$ cat config.mk
export PLATFORM = sky130hd
export DESIGN_NAME = nibble_column_capture
export DESIGN_NICKNAME = d
export VERILOG_FILES = /design/src/rtl/nibcap_pkg.sv /design/src/rtl/nibcap_sync.sv /design/src/rtl/nibcap_ptr.sv /design/src/rtl/nibcap_row.sv /design/src/rtl/nibble_column_capture.sv
export SDC_FILE = /design/constraint.sdc
export NUM_CORES = 1
export LEC_CHECK = 0
export BUFFER_PORTS_ARGS = -buffer_cell sky130_fd_sc_hd__buf_2
export CAP_MARGIN = 20
export CORE_MARGIN = 1
export CORE_UTILIZATION = 45
export DETAILED_ROUTE_END_ITERATION = 7
export PLACE_DENSITY = 0.68
export SETUP_SLACK_MARGIN = 0.2
export SLEW_MARGIN = 20
export SYNTH_ARGS = -nofsm -noshare
export SYNTH_HDL_FRONTEND = slang
export SYNTH_HIERARCHICAL = 1
export SYNTH_SLANG_ARGS = --single-unit
$ cat constraint.sdc
create_clock -name clk -period 3 [get_ports clk]
set_input_delay 0.6 -clock clk [delete_from_list [all_inputs] [get_ports clk]]
set_output_delay 0.6 -clock clk [all_outputs]
set_load 0.03 [all_outputs]
$ cat src/rtl/nibcap_pkg.sv
package nibcap_pkg;
  localparam int unsigned COLS_DEF = 80;
  localparam int unsigned NIB_DEF  = 4;

  // slot index (nibble number) that owns column c for a given direction
  function automatic int unsigned slot_of(int unsigned c, int unsigned cols,
                                          int unsigned nib, logic rev);
    int unsigned m;
    m = rev ? (cols - 1 - c) : c;
    return m / nib;
  endfunction

  // data bit of the nibble that lands in column c
  function automatic int unsigned bit_of(int unsigned c, int unsigned cols,
                                         int unsigned nib, logic rev);
    int unsigned m;
    m = rev ? (cols - 1 - c) : c;
    return nib - 1 - (m % nib);
  endfunction
endpackage

$ cat src/rtl/nibcap_sync.sv
module nibcap_sync #(
  parameter int unsigned NIB = 4
) (
  input  logic           clk,
  input  logic           rst,
  input  logic           shift_clk_i,
  input  logic           latch_i,
  input  logic [NIB-1:0] data_i,
  input  logic           dir_i,
  input  logic           chain_a_i,
  input  logic           chain_b_i,
  output logic           sck_fall,
  output logic           lat_fall,
  output logic [NIB-1:0] nib_s,
  output logic           dir_s,
  output logic           ein
);
  logic sck_s, sck_d, lat_s, lat_d, ea_s, eb_s;

  always_ff @(posedge clk) begin
    if (rst) begin
      sck_s <= 1'b0;
      sck_d <= 1'b0;
      lat_s <= 1'b0;
      lat_d <= 1'b0;
      nib_s <= '0;
      dir_s <= 1'b0;
      ea_s  <= 1'b0;
      eb_s  <= 1'b0;
    end else begin
      sck_s <= shift_clk_i;
      sck_d <= sck_s;
      lat_s <= latch_i;
      lat_d <= lat_s;
      nib_s <= data_i;
      dir_s <= dir_i;
      ea_s  <= chain_a_i;
      eb_s  <= chain_b_i;
    end
  end

  assign sck_fall = sck_d & ~sck_s;
  assign lat_fall = lat_d & ~lat_s;
  assign ein      = dir_s ? eb_s : ea_s;

  a_r1_fall_is_edge: assert property (@(posedge clk) disable iff (rst)
    sck_fall |=> !sck_fall);
endmodule

$ cat src/rtl/nibcap_ptr.sv
module nibcap_ptr #(
  parameter int unsigned SLOTS = 20,
  parameter int unsigned PW    = $clog2(SLOTS)
) (
  input  logic          clk,
  input  logic          rst,
  input  logic          sck_fall,
  input  logic          lat_fall,
  input  logic          ein,
  output logic [PW-1:0] ptr,
  output logic          done,
  output logic          cap
);
  localparam logic [PW-1:0] LAST = PW'(SLOTS - 1);

  logic active;
  assign active = ein & ~done;
  assign cap    = sck_fall & active & ~lat_fall;

  always_ff @(posedge clk) begin
    if (rst) begin
      ptr  <= '0;
      done <= 1'b0;
    end else if (lat_fall) begin
      ptr  <= '0;
      done <= 1'b0;
    end else if (cap) begin
      if (ptr == LAST) done <= 1'b1;
      else             ptr  <= ptr + 1'b1;
    end
  end

  a_r2_ptr_range: assert property (@(posedge clk) disable iff (rst)
    ptr <= LAST);
  a_r5_latch_rewinds: assert property (@(posedge clk) disable iff (rst)
    lat_fall |=> (ptr == '0) && !done);
  a_r7_full_sticks: assert property (@(posedge clk) disable iff (rst)
    (done && !lat_fall) |=> done && $stable(ptr));
  a_r6_idle_holds: assert property (@(posedge clk) disable iff (rst)
    (!ein && !lat_fall) |=> $stable(ptr) && $stable(done));
  a_r9_latch_wins: assert property (@(posedge clk) disable iff (rst)
    (lat_fall && sck_fall) |=> ptr == '0);
endmodule

$ cat src/rtl/nibcap_row.sv
module nibcap_row
  import nibcap_pkg::*;
#(
  parameter int unsigned COLS = 80,
  parameter int unsigned NIB  = 4,
  parameter int unsigned PW   = 5
) (
  input  logic            clk,
  input  logic            rst,
  input  logic            cap,
  input  logic            dir,
  input  logic [PW-1:0]   ptr,
  input  logic [NIB-1:0]  nib,
  output logic [COLS-1:0] row
);
  for (genvar c = 0; c < COLS; c++) begin : g_col
    localparam logic [PW-1:0] SF = PW'(slot_of(c, COLS, NIB, 1'b0));
    localparam logic [PW-1:0] SR = PW'(slot_of(c, COLS, NIB, 1'b1));
    localparam int unsigned   BF = bit_of(c, COLS, NIB, 1'b0);
    localparam int unsigned   BR = bit_of(c, COLS, NIB, 1'b1);

    logic hit;
    assign hit = cap && (ptr == (dir ? SR : SF));

    always_ff @(posedge clk) begin
      if (rst)      row[c] <= 1'b0;
      else if (hit) row[c] <= dir ? nib[BR] : nib[BF];
    end
  end

  a_r8_no_write_keeps: assert property (@(posedge clk) disable iff (rst)
    !cap |=> $stable(row));
endmodule

$ cat src/rtl/nibble_column_capture.sv
module nibble_column_capture
  import nibcap_pkg::*;
#(
  parameter int unsigned COLS = COLS_DEF,
  parameter int unsigned NIB  = NIB_DEF
) (
  input  logic            clk,
  input  logic            rst,
  input  logic            shift_clk_i,
  input  logic            latch_i,
  input  logic [NIB-1:0]  data_i,
  input  logic            dir_i,
  input  logic            chain_a_i,
  input  logic            chain_b_i,
  output logic            chain_a_o,
  output logic            chain_a_oe,
  output logic            chain_b_o,
  output logic            chain_b_oe,
  output logic [COLS-1:0] row_o
);
  localparam int unsigned SLOTS = COLS / NIB;
  localparam int unsigned PW    = (SLOTS > 1) ? $clog2(SLOTS) : 1;

  logic           sck_fall, lat_fall, dir_s, ein, done, cap;
  logic [NIB-1:0] nib_s, nib_g;
  logic [PW-1:0]  ptr;

  nibcap_sync #(.NIB(NIB)) u_sync (
    .clk(clk), .rst(rst), .shift_clk_i(shift_clk_i), .latch_i(latch_i),
    .data_i(data_i), .dir_i(dir_i), .chain_a_i(chain_a_i),
    .chain_b_i(chain_b_i), .sck_fall(sck_fall), .lat_fall(lat_fall),
    .nib_s(nib_s), .dir_s(dir_s), .ein(ein)
  );

  nibcap_ptr #(.SLOTS(SLOTS), .PW(PW)) u_ptr (
    .clk(clk), .rst(rst), .sck_fall(sck_fall), .lat_fall(lat_fall),
    .ein(ein), .ptr(ptr), .done(done), .cap(cap)
  );

  // idle gating: the data bus seen by the row is forced low without a capture
  assign nib_g = cap ? nib_s : '0;

  nibcap_row #(.COLS(COLS), .NIB(NIB), .PW(PW)) u_row (
    .clk(clk), .rst(rst), .cap(cap), .dir(dir_s), .ptr(ptr),
    .nib(nib_g), .row(row_o)
  );

  assign chain_a_o  = done;
  assign chain_b_o  = done;
  assign chain_a_oe = dir_s;
  assign chain_b_oe = ~dir_s;

  a_r2_token_from_capture: assert property (@(posedge clk) disable iff (rst)
    $rose(done) |-> $past(cap));
  a_r3_one_driver: assert property (@(posedge clk) disable iff (rst)
    $countones({chain_a_oe, chain_b_oe}) == 1);
endmodule

* Yosys cells after proc, flatten, opt, wreduce, memory -nomap -nowiden
Index checks and enable logic that the tools add are counted.
** Storage, ports and cells
- Word-level logic and storage cells :: 172
- Output and inout port bits :: 84
- Input port bits :: 11
- Register bits after elaboration :: 97
** Cells by class
- Add/sub/neg operators :: 1
- Bitwise logic cells :: 11
- Multiplexer cells :: 26
- Eq/ne operators :: 21
- Reduce and logical (&&, ||, !) cells :: 23
** Operators with widths (number)
- 5-bit == test :: 20
- 5-bit two-way mux :: 8
- 4-bit two-way mux :: 9
- 1-bit logical AND :: 20
- 2-bit two-way mux :: 4
- 1-bit inverter :: 6
- 5-bit by 1-bit adder with 5-bit output (second input constant) :: 1
- 1-bit bitwise AND :: 5
- 5-bit == test (second input constant) :: 1
- 1-bit two-way mux :: 5
- 2-bit AND reduction :: 2
- 2-bit OR reduction :: 1

* Depth between registers and ports, before layout
Gate-level depths: netlist (run 1).
- Depth in word-level cells :: 6
- Gate-level depth with buffers :: 9

* Modules after synthesis
The synthesis (run 1) kept the hierarchy.
** By module, submodules not included
- nibcap_row :: instances 1, sequential area each 1601.5 µm², area an instance 3564.7 µm², cells an instance 312
- nibcap_sync :: instances 1, sequential area each 220.2 µm², area an instance 347.8 µm², cells an instance 26
- nibcap_ptr :: instances 1, sequential area each 120.1 µm², area an instance 285.3 µm², cells an instance 33
- nibble_column_capture :: instances 1, sequential area each 0.0 µm², area an instance 36.3 µm², cells an instance 6

* Worst setup path after synthesis (run 1)
No wires, ideal clock.
- Path kind :: register to register
- From :: register u_sync.dir_s
- To :: register u_row.row[68]
- Arrival time :: 2.060 ns
- Path buffers :: 1
- Library setup time :: 0.133 ns
- Slack :: 0.807 ns
- Cell stages (with the launch flop) :: 8
- Clock period less this slack :: 2.193 ns
- Cell sequence :: dfxtp_1 -> mux2_4 -> nand4bb_1 -> clkbuf_2 -> inv_1 -> nor3b_4 -> o211ai_2 -> mux2i_1
** Between the ends
- Cells in the longest elaborated chain, start to end :: 6
** Ends and longest elaborated chain
- start, declared :: RTL line nibcap_sync.sv:15 : output logic dir_s,
- start signal, assigned :: RTL line nibcap_sync.sv:36 : dir_s <= dir_i;
- 1-bit two-way mux * :: RTL line nibcap_sync.sv:44 : assign ein = dir_s ? eb_s : ea_s;
- named net ein :: RTL line nibble_column_capture.sv:24 : logic sck_fall, lat_fall, dir_s, ein, done, cap;
- 1-bit bitwise AND * :: RTL line nibcap_ptr.sv:17 : assign active = ein & ~done;
- 1-bit bitwise AND * (2 in series) :: RTL line nibcap_ptr.sv:18 : assign cap = sck_fall & active & ~lat_fall;
- named net cap :: RTL line nibble_column_capture.sv:24
- 4-bit two-way mux :: RTL line nibble_column_capture.sv:41 : assign nib_g = cap ? nib_s : '0;
- 1-bit two-way mux :: RTL line nibcap_row.sv:27 : else if (hit) row[c] <= dir ? nib[BR] : nib[BF];
- end signal, assigned by index :: RTL line nibcap_row.sv:27
- end, declared :: RTL line nibcap_row.sv:14 : output logic [COLS-1:0] row
The timed path passes the listed nets; every way through them passes the cells marked *.
A chain may end at the register's enable or synchronous reset.

* Worst setup path in the final report (run 1)
- From :: register u_sync.lat_d
- To :: register u_row.row[3]
** Between the ends
- Cells in the longest elaborated chain, start to end :: 5
** Ends and longest elaborated chain
- start, declared :: RTL line nibcap_sync.sv:18 : logic sck_s, sck_d, lat_s, lat_d, ea_s, eb_s;
- start signal, assigned :: RTL line nibcap_sync.sv:34 : lat_d <= lat_s;
- 1-bit bitwise AND * :: RTL line nibcap_sync.sv:43 : assign lat_fall = lat_d & ~lat_s;
- named net lat_fall :: RTL line nibble_column_capture.sv:24
- 1-bit inverter * :: RTL line nibcap_ptr.sv:18
- 1-bit bitwise AND * :: RTL line nibcap_ptr.sv:18
- named net cap :: RTL line nibble_column_capture.sv:24
- 4-bit two-way mux :: RTL line nibble_column_capture.sv:41
- 1-bit two-way mux :: RTL line nibcap_row.sv:27
Marked as above.

==> results, run 1 <==
- Setup repair after global routing left no endpoint under its margin.
- The gate count of the mapped netlist is 377.
- Routability-driven placement finished with a final weighted congestion of 0.784.
- The global-route congestion overflow total is 0.
- The flop and latch count out of synthesis is a little under 100.
- The final design area excluding fillers is 0.00497 mm^2.
- The top fanout value on the critical path is 9.
- The endpoint identified for the worst register-to-register timing path is u_row/row[3].
- The combined area of all synthesized cells is 0.00423 mm^2.
- The count of instances resized after the clock tree is built is 0.
- The relative area change from synthesis to final layout is 17.4%.
- Yosys mapped a number of flops with a built-in enable equal to 0.
- The via count of the first global-routing pass is 2,817.
- The die covers 0.00980 mm^2.
- The number of antenna violations at the first check in global routing is 0.
- The final max-slew violation count is 0.
- The number of distinct library cells after synthesis is 44.
- For this run, asynchronously set or reset flops after synthesis account for 0%.
- The startpoint of the worst-slack reg-to-reg timing path is u_sync/lat_d.
- The number of standard-cell rows in the floorplan is 35.
- For the final database, setup skew stands at 13.7 ps.
- Among all flip-flop cells after synthesis, the most frequent one is dfxtp_1.
- Summing the sequential cell areas from Yosys gives 45.9% of the chip area.
- The worst setup path is launched from a flop.
- The global-route wire length before repair is about 14,000 um.
- STA classifies the critical path endpoint as a flop.
- The final layout contains 472 nets.
- The HPWL reported at the end of detailed placement is 5790 um.
- The clock tree synthesis step divided the H-tree into 3 levels.
- The initial utilization of the core area, before any placement, comes to 46.0%.
- The number of cells on the worst hold path is 2.
- The area after detailed placement is 0.00474 mm^2.
- The clock tree from TritonCTS is done.
- When the netlist entered floorplanning its net count stood at ~400.
- The startpoint of the lowest-slack hold path is chain_b_i.
- The tree is rooted in a clkbuf_8.
- The run finished with clean final reports.
- The maximum clock path buffer count is 2.
- The worst path uses between 70% and 80% of the clock period.
- In the layout the commonest cells are dfxtp_1, buf_2, mux2i_1.
- The clock latency on the worst-skew pair is about 360 ps.
- The number of detailed-routing iterations run before antenna repair is 4.
- Summing over every cut layer, the via total after detailed routing is 2,887.
- The number of max-cap violations is 0.
- The normalized max-slew margin is 51.5%.
- The die is 99 um tall.
- The residual DRC count is 0.
- The final count of negative-setup-slack endpoints is 0.
- The cell total after placement is 560.
- Based on the critical path, the design can be clocked at up to between 0.4 and 0.5 GHz.
- The mean area per synthesized cell is 11.2 um^2.
- The final layout contains routed wiring with a total length of 8610 um.
- The core outline area is 0.00920 mm^2.
- The endpoint with the worst hold slack is u_sync/eb_s.
- The worst path needs 2260 ps of the cycle, external delays included.
- Counting both buffers and inverters, the worst setup path holds a total of 1.
- The critical setup path kind is flop to flop.
- Entering global routing, the biggest net connects 53 pins.
- The commonest non-fill, non-tap cell in the layout is dfxtp_1.
- The signal on the critical path passes through nor2b_1 -> nand4bb_1 -> inv_1 -> nor3b_4 -> o211ai_2 -> mux2i_1.
- After clock tree synthesis, the clock-pin slew on the worst setup and hold paths is 90 ps.
- The repair_antennas step left the layout with diodes totalling 0.
- The maximum cell stage delay along the critical path is 510 ps.
- The remaining number of nets flagged by the antenna check after routing is 0.
- IR analysis of the VDD net gives a maximum drop of 0.247 mV.
- For this block, the initial DRC count from the detailed router was 77.
- The transition time at the pin with the least slew margin is 728 ps.
- Among cell families on the critical path, the largest total delay comes from simple AND/OR/NAND/NOR gates.
- Measured along the x axis, the die boundary spans 99 um.
- Hold repair after CTS inserted 0 buffers.
- The power per unit of standard cell area is 468 mW/mm^2.
- The classification of the worst-slack hold path is primary input to flop.
- The number of buffers inserted to repair setup after CTS is 0.
- The leakage power is 2.33 nW.
- For this run, the number of Yosys warnings is 6.
- The post-route setup TNS is 0 ps.
- In the global route stage, overall resource usage came out at 18.2%.
- The register-to-register path setup slack is 740 ps.
- The count of port buffers added during placement is between 90 and 100.
- 95 I/O pins were placed.
- The number of clock buffers added by TritonCTS is 9.
- The critical path required time is 3210 ps.
- The total count of hold-check failures in the final report was 0.
- The number of clock sinks is 97.
- For this design, the slowest cell found on the critical path is nor3b_4.
- The logic depth of the worst register-to-register path is 6.
- The fraction of final layout cells with drive strength greater than 1 is 32.5%.
- For the worst setup path, the data arrival time is roughly 2500 ps.
- For this run, the number of standard cells in the final layout without fillers is between 500 and 600.
- The detail-routed via count per cell is 5.01.
- After detailed routing, the average wire length per cell comes to 14.9 um.
-- worst max path at each step --
stage          depth (start not counted)         start       endpoint  slack [ps]
3_5_place_dp                           6  u_sync/lat_d  u_row/row[11]         760
3_3_place_gp                           6  u_sync/lat_d   u_row/row[8]         870
2_1_floorplan                          7  u_sync/dir_s  u_row/row[68]         810
6_report                               6  u_sync/lat_d   u_row/row[3]         740
5_1_grt                                6  u_sync/lat_d  u_row/row[16]         510
4_1_cts                                6  u_sync/lat_d  u_row/row[17]         750
-- flip-flops by register name, indices dropped and copies added (netlist names) --
| signal | count |
|---|---|
| u_sync/eb_s | 1 |
| u_sync/sck_s | 1 |
| u_sync/lat_s | 1 |
| u_sync/sck_d | 1 |
| u_ptr/done | 1 |
| u_sync/nib_s | 4 |
| u_ptr/ptr | 5 |
| u_sync/dir_s | 1 |
| u_sync/ea_s | 1 |
| u_row/row | 80 |
| u_sync/lat_d | 1 |
-- metrics by stage --
stage	util [%]	setup slack [ps]	hold WS (ps)	power, mW
finish	54.0	739	450	2.33
global route	54.0	509	441	2.41
CTS	54.0	747	438	2.35
detailed placement	51.6	755	462	1.41
global placement	51.6	867	452	1.41
floorplan	-	807	440	1.40
-- synth_stat cells, types with 2 or more instances --
master | instances | area [um^2]
o21ai_0 | 3 | 15.0
nand2b_1 | 80 | 500
nand3_1 | 3 | 15.0
a21oi_1 | 4 | 20.0
xor2_2 | 2 | 32.5
mux2i_1 | 85 | 851
o21ai_1 | 3 | 15.0
buf_4 | 4 | 30.0
nand2_1 | 3 | 11.3
or2_2 | 4 | 25.0
dfxtp_1 | 97 | 1940
and4bb_2 | 2 | 25.0
or3b_1 | 2 | 17.5
a211oi_4 | 6 | 120
nand3b_1 | 3 | 22.5
and3b_1 | 3 | 26.3
nor2b_2 | 8 | 70.1
or3_1 | 5 | 31.3
and2_1 | 4 | 25.0
inv_1 | 2 | 7.51
nor2_1 | 2 | 7.51
nor2b_1 | 5 | 31.3
nor3b_1 | 2 | 15.0
o211ai_2 | 8 | 100
a211oi_2 | 2 | 25.0
clkbuf_1 | 17 | 63.8
-- routing by layer --
layer	part of all wire, %	track usage, %
met5	0	0
met2	47	29.5
met3	2.9	2.91
met1	49	24.4
met4	1.2	6.89
-- logic make-up (layout without fill, tap and decap cells) --
| group | after synthesis | count (layout) | synth area share (%) |
|---|---|---|---|
| xor+xnor | 4 | 4 | 1.36 |
| buf+inv | 26 | 114 | 2.90 |
| simple gates | 134 | 134 | 21.6 |
| mux | 86 | 86 | 20.4 |
| compound gates | 29 | 29 | 7.54 |
| flops | 97 | 97 | 45.9 |
| fa+ha+maj | 1 | 1 | 0.295 |
-- where the power goes --
group	internal [mW]	leakage [nW]	switching [mW]	total, mW
Clock	0.494	0.109	0.452	0.946
Combinational	0.0387	1.43	0.0454	0.0841
Sequential	1.29	0.784	0.00312	1.30
Total	1.83	2.33	0.501	2.33
-- area by class of cell --
cell class | count | area, um^2
Sequential cell | 97 | 1940
Multi-Input combinational cell | 254 | 2170
Tap cell | 111 | 139
Clock inverter | 6 | 88.8
Fill cell | 840 | 4230
Clock buffer | 10 | 138
Timing Repair Buffer | 96 | 485
Inverter | 2 | 7.51
No activity file was read; power rests on OpenSTA's default activity.
==> run 2: changes to the inputs <==
--- a/config.mk
+++ b/config.mk
@@ -10,7 +10,7 @@
 export CORE_MARGIN = 1
 export CORE_UTILIZATION = 45
 export DETAILED_ROUTE_END_ITERATION = 7
-export PLACE_DENSITY = 0.68
+export PLACE_DENSITY = 0.71
 export SETUP_SLACK_MARGIN = 0.2
 export SLEW_MARGIN = 20
 export SYNTH_ARGS = -nofsm -noshare
==> constraint.sdc (replaced) <==
create_clock -name clk -period 2.07 [get_ports clk]
set_input_delay 0.414 -clock clk [delete_from_list [all_inputs] [get_ports clk]]
set_output_delay 0.414 -clock clk [all_outputs]
set_load 0.03 [all_outputs]
==> run 2 against run 1 <==
Against the previous run:
- wire length increased by 3.8%
- sequential power increased by 45%
- core utilization increased by 1.0 points
- maximum frequency increased by 24%
- first-iteration DRC count decreased by 2.6%
- combinational power increased by 58%
- largest cell class unchanged
- largest power group unchanged
==> results, run 2 (synthesized netlist as in run 1, its figures left out) <==
- The run finished with clean final reports.
- For the worst setup path, the data arrival time is 2120 ps.
- The height of the chip is roughly 100 um.
- The floorplan step defined a die boundary enclosing 0.00980 mm^2.
- The total count of hold-check failures in the final report is 0.
- The first global-routing pass estimated 13,800 um of wire.
- The number of non-filler instances in the completed layout is 589.
- The clock tree root driver cell is clkbuf_8.
- The I/O pin total is 95.
- The final RePlAce weighted congestion is 0.775.
- The number of antenna violations at the first check in global routing is 0.
- The power per unit of standard cell area is just over 600 mW/mm^2.
- In the layout the commonest cells are dfxtp_1, buf_2, mux2i_1.
- Counting flops per register, the top entry is u_row/row.
- Of all nets on the critical path, the largest fanout is 4.
- The clock-pin slew of the registers on the worst-case setup and hold paths is 100 ps.
- After floorplanning, the core was divided into 35 placement rows.
- The register with the most flip-flops in the layout has 80 of them.
- TritonCTS built the clock tree.
- Of the cells placed in the final design, the portion with a size suffix greater than 1 is a little over a third.
- For this block, the initial DRC count from the detailed router was 75.
- The final critical-path share of the clock period is 87.8%.
- The critical setup path kind is flop to flop.
- Global routing consumed, on the met3 layer, 4.18% of the routing resources.
- Setup repair after global routing could not meet its margin everywhere.
- The element type at the critical path end is a flop.
- Global routing finished with a remaining overflow of 0.
- The area growth from synthesis to layout is 19.7%.
- The global routing usage on met2 is 29.0%.
- The net count of the finished layout is 485.
- The final count of negative-setup-slack endpoints is 0.
- The via count is 2,942.
- The final max-slew violation count is 0.
- The worst setup path is launched from a flop.
- The normalized max-slew margin is 61.9%.
- The via count of the first global-routing pass is 2,716.
- The starting density of the core is between 40% and 50%.
- The clock period minus final worst setup slack is 1820 ps.
- In the final layout, the registers with the most flip-flops are u_row/row (80), u_ptr/ptr (5), u_sync/nib_s (4).
- The clock passes through at most 2 buffers.
- The number of max-cap violations is 0.
- For this run, the detailed router's first-pass iteration total came to 4.
- The floorplan die width is 99 um.
- For this run, global-route usage on met1 was measured as 24.1%.
- The final routed wire length divided by cell count is 15.2 um.
- The clock latency on the worst-skew pair is roughly 360 ps.
- For the pin with the worst max-slew slack, the measured transition is approximately 570 ps.
- The number of buffers added by the clock tree synthesis step is 9.
- Detailed placement finished with a half-perimeter wire length of approximately 6000 um.
- Entering global routing, the biggest net connects 60 pins.
- In this run the standard cell core region covers 0.00920 mm^2.
- In this run the worst hold path is classified as primary input to flop.
- Input and output buffers added on the ports amount to 94.
- For the final routed database, the setup TNS stands at 0 ps.
- The number of H-tree levels is 3.
- Clock tree synthesis found a total of 97 sinks.
- Derived from the worst setup path, the maximum achievable clock frequency is around 0.55 GHz.
- The number of cells on the worst reg-to-reg path is 6.
- For this design the static power due to leakage is 2.36 nW.
- STA puts the critical path data required time at 2370 ps.
- In the global route stage, overall resource usage came out at between 15 and 20%.
- The most used routing layer in global routing is met2.
- Counting instances, the worst hold path has a depth of 2.
- Wires add up to 8940 um.
- The antenna cell count is 0.
- The final worst clock skew is 14.1 ps.
- The library cell used most frequently in the layout, excluding fill and tap cells, is dfxtp_1.
- The detail-routed via count per cell is approximately 5.
- The remaining number of nets flagged by the antenna check after routing is 0.
- The peak supply drop is 0.328 mV.
- The residual DRC count is 0.
- The cell total after placement is 570.
-- run 2: layer usage --
| metal | routed length [um] | part of all wire, % | vias to the layer above |
|---|---|---|---|
| li1 | - | - | 1472 |
| met3 | 304 | 3.4 | 8 |
| met1 | 4300 | 48 | 1404 |
| met5 | 0 | 0 | - |
| met2 | 4250 | 48 | 58 |
| met4 | 89 | 1.0 | 0 |
-- run 2: final timing paths --
check,start,end,slack (ps)
hold / removal,dir_i,u_sync/dir_s,260
hold reg to reg,u_row/row[17],u_row/row[17],470
setup reg to reg,u_sync/dir_s,u_row/row[33],250
setup / recovery,u_sync/dir_s,u_row/row[33],250
-- run 2: metrics by stage --
step           power, mW  utilization (%)  setup slack [ps]  instance area, um^2  hold WS (ps)
6_report            3.12             55.1               253                 5070           263
5_1_grt             3.22             55.1               141                 5070           261
4_1_cts             3.14             54.6               213                 5020           249
3_5_place_dp        2.05             52.5               154                 4820           464
3_3_place_gp        2.05             52.5               193                 4820           450
2_1_floorplan       2.02                -               220                 4250           440
-- run 2: area by class of cell --
type,count,area (um^2)
Clock buffer,10,128
Clock inverter,6,45.0
Fill cell,819,4130
Inverter,2,10.0
Multi-Input combinational cell,254,2220
Sequential cell,97,1950
Tap cell,111,139
Timing Repair Buffer,108,576
Timing Repair inverter,1,7.51
-- run 2: power by group --
part	total (mW)	internal, mW	switching [mW]
Sequential	1.88	1.87	0.00391
Clock	1.11	0.439	0.667
Combinational	0.133	0.0614	0.0713
-- run 2: what timing repair did --
| action | 4_1_cts | 5_1_grt |
|---|---|---|
| hold buffers | 0 | 0 |
| setup buffers | 2 | 0 |
| setup endpoints to repair | 48 | 28 |
| pin swaps | 0 | 2 |
| hold endpoints to repair | 0 | 0 |
| cloned | 0 | 1 |
| resized for setup | 2 | 7 |
-- run 2: worst max-delay path, cell delays in order, from the launching register on --
cell and delay, ps:
dfxtp_4 350, mux2_4 310, nand4bb_4 140, clkinvlp_4 130, and4bb_2 290, o21ai_1 300, mux2i_1 240
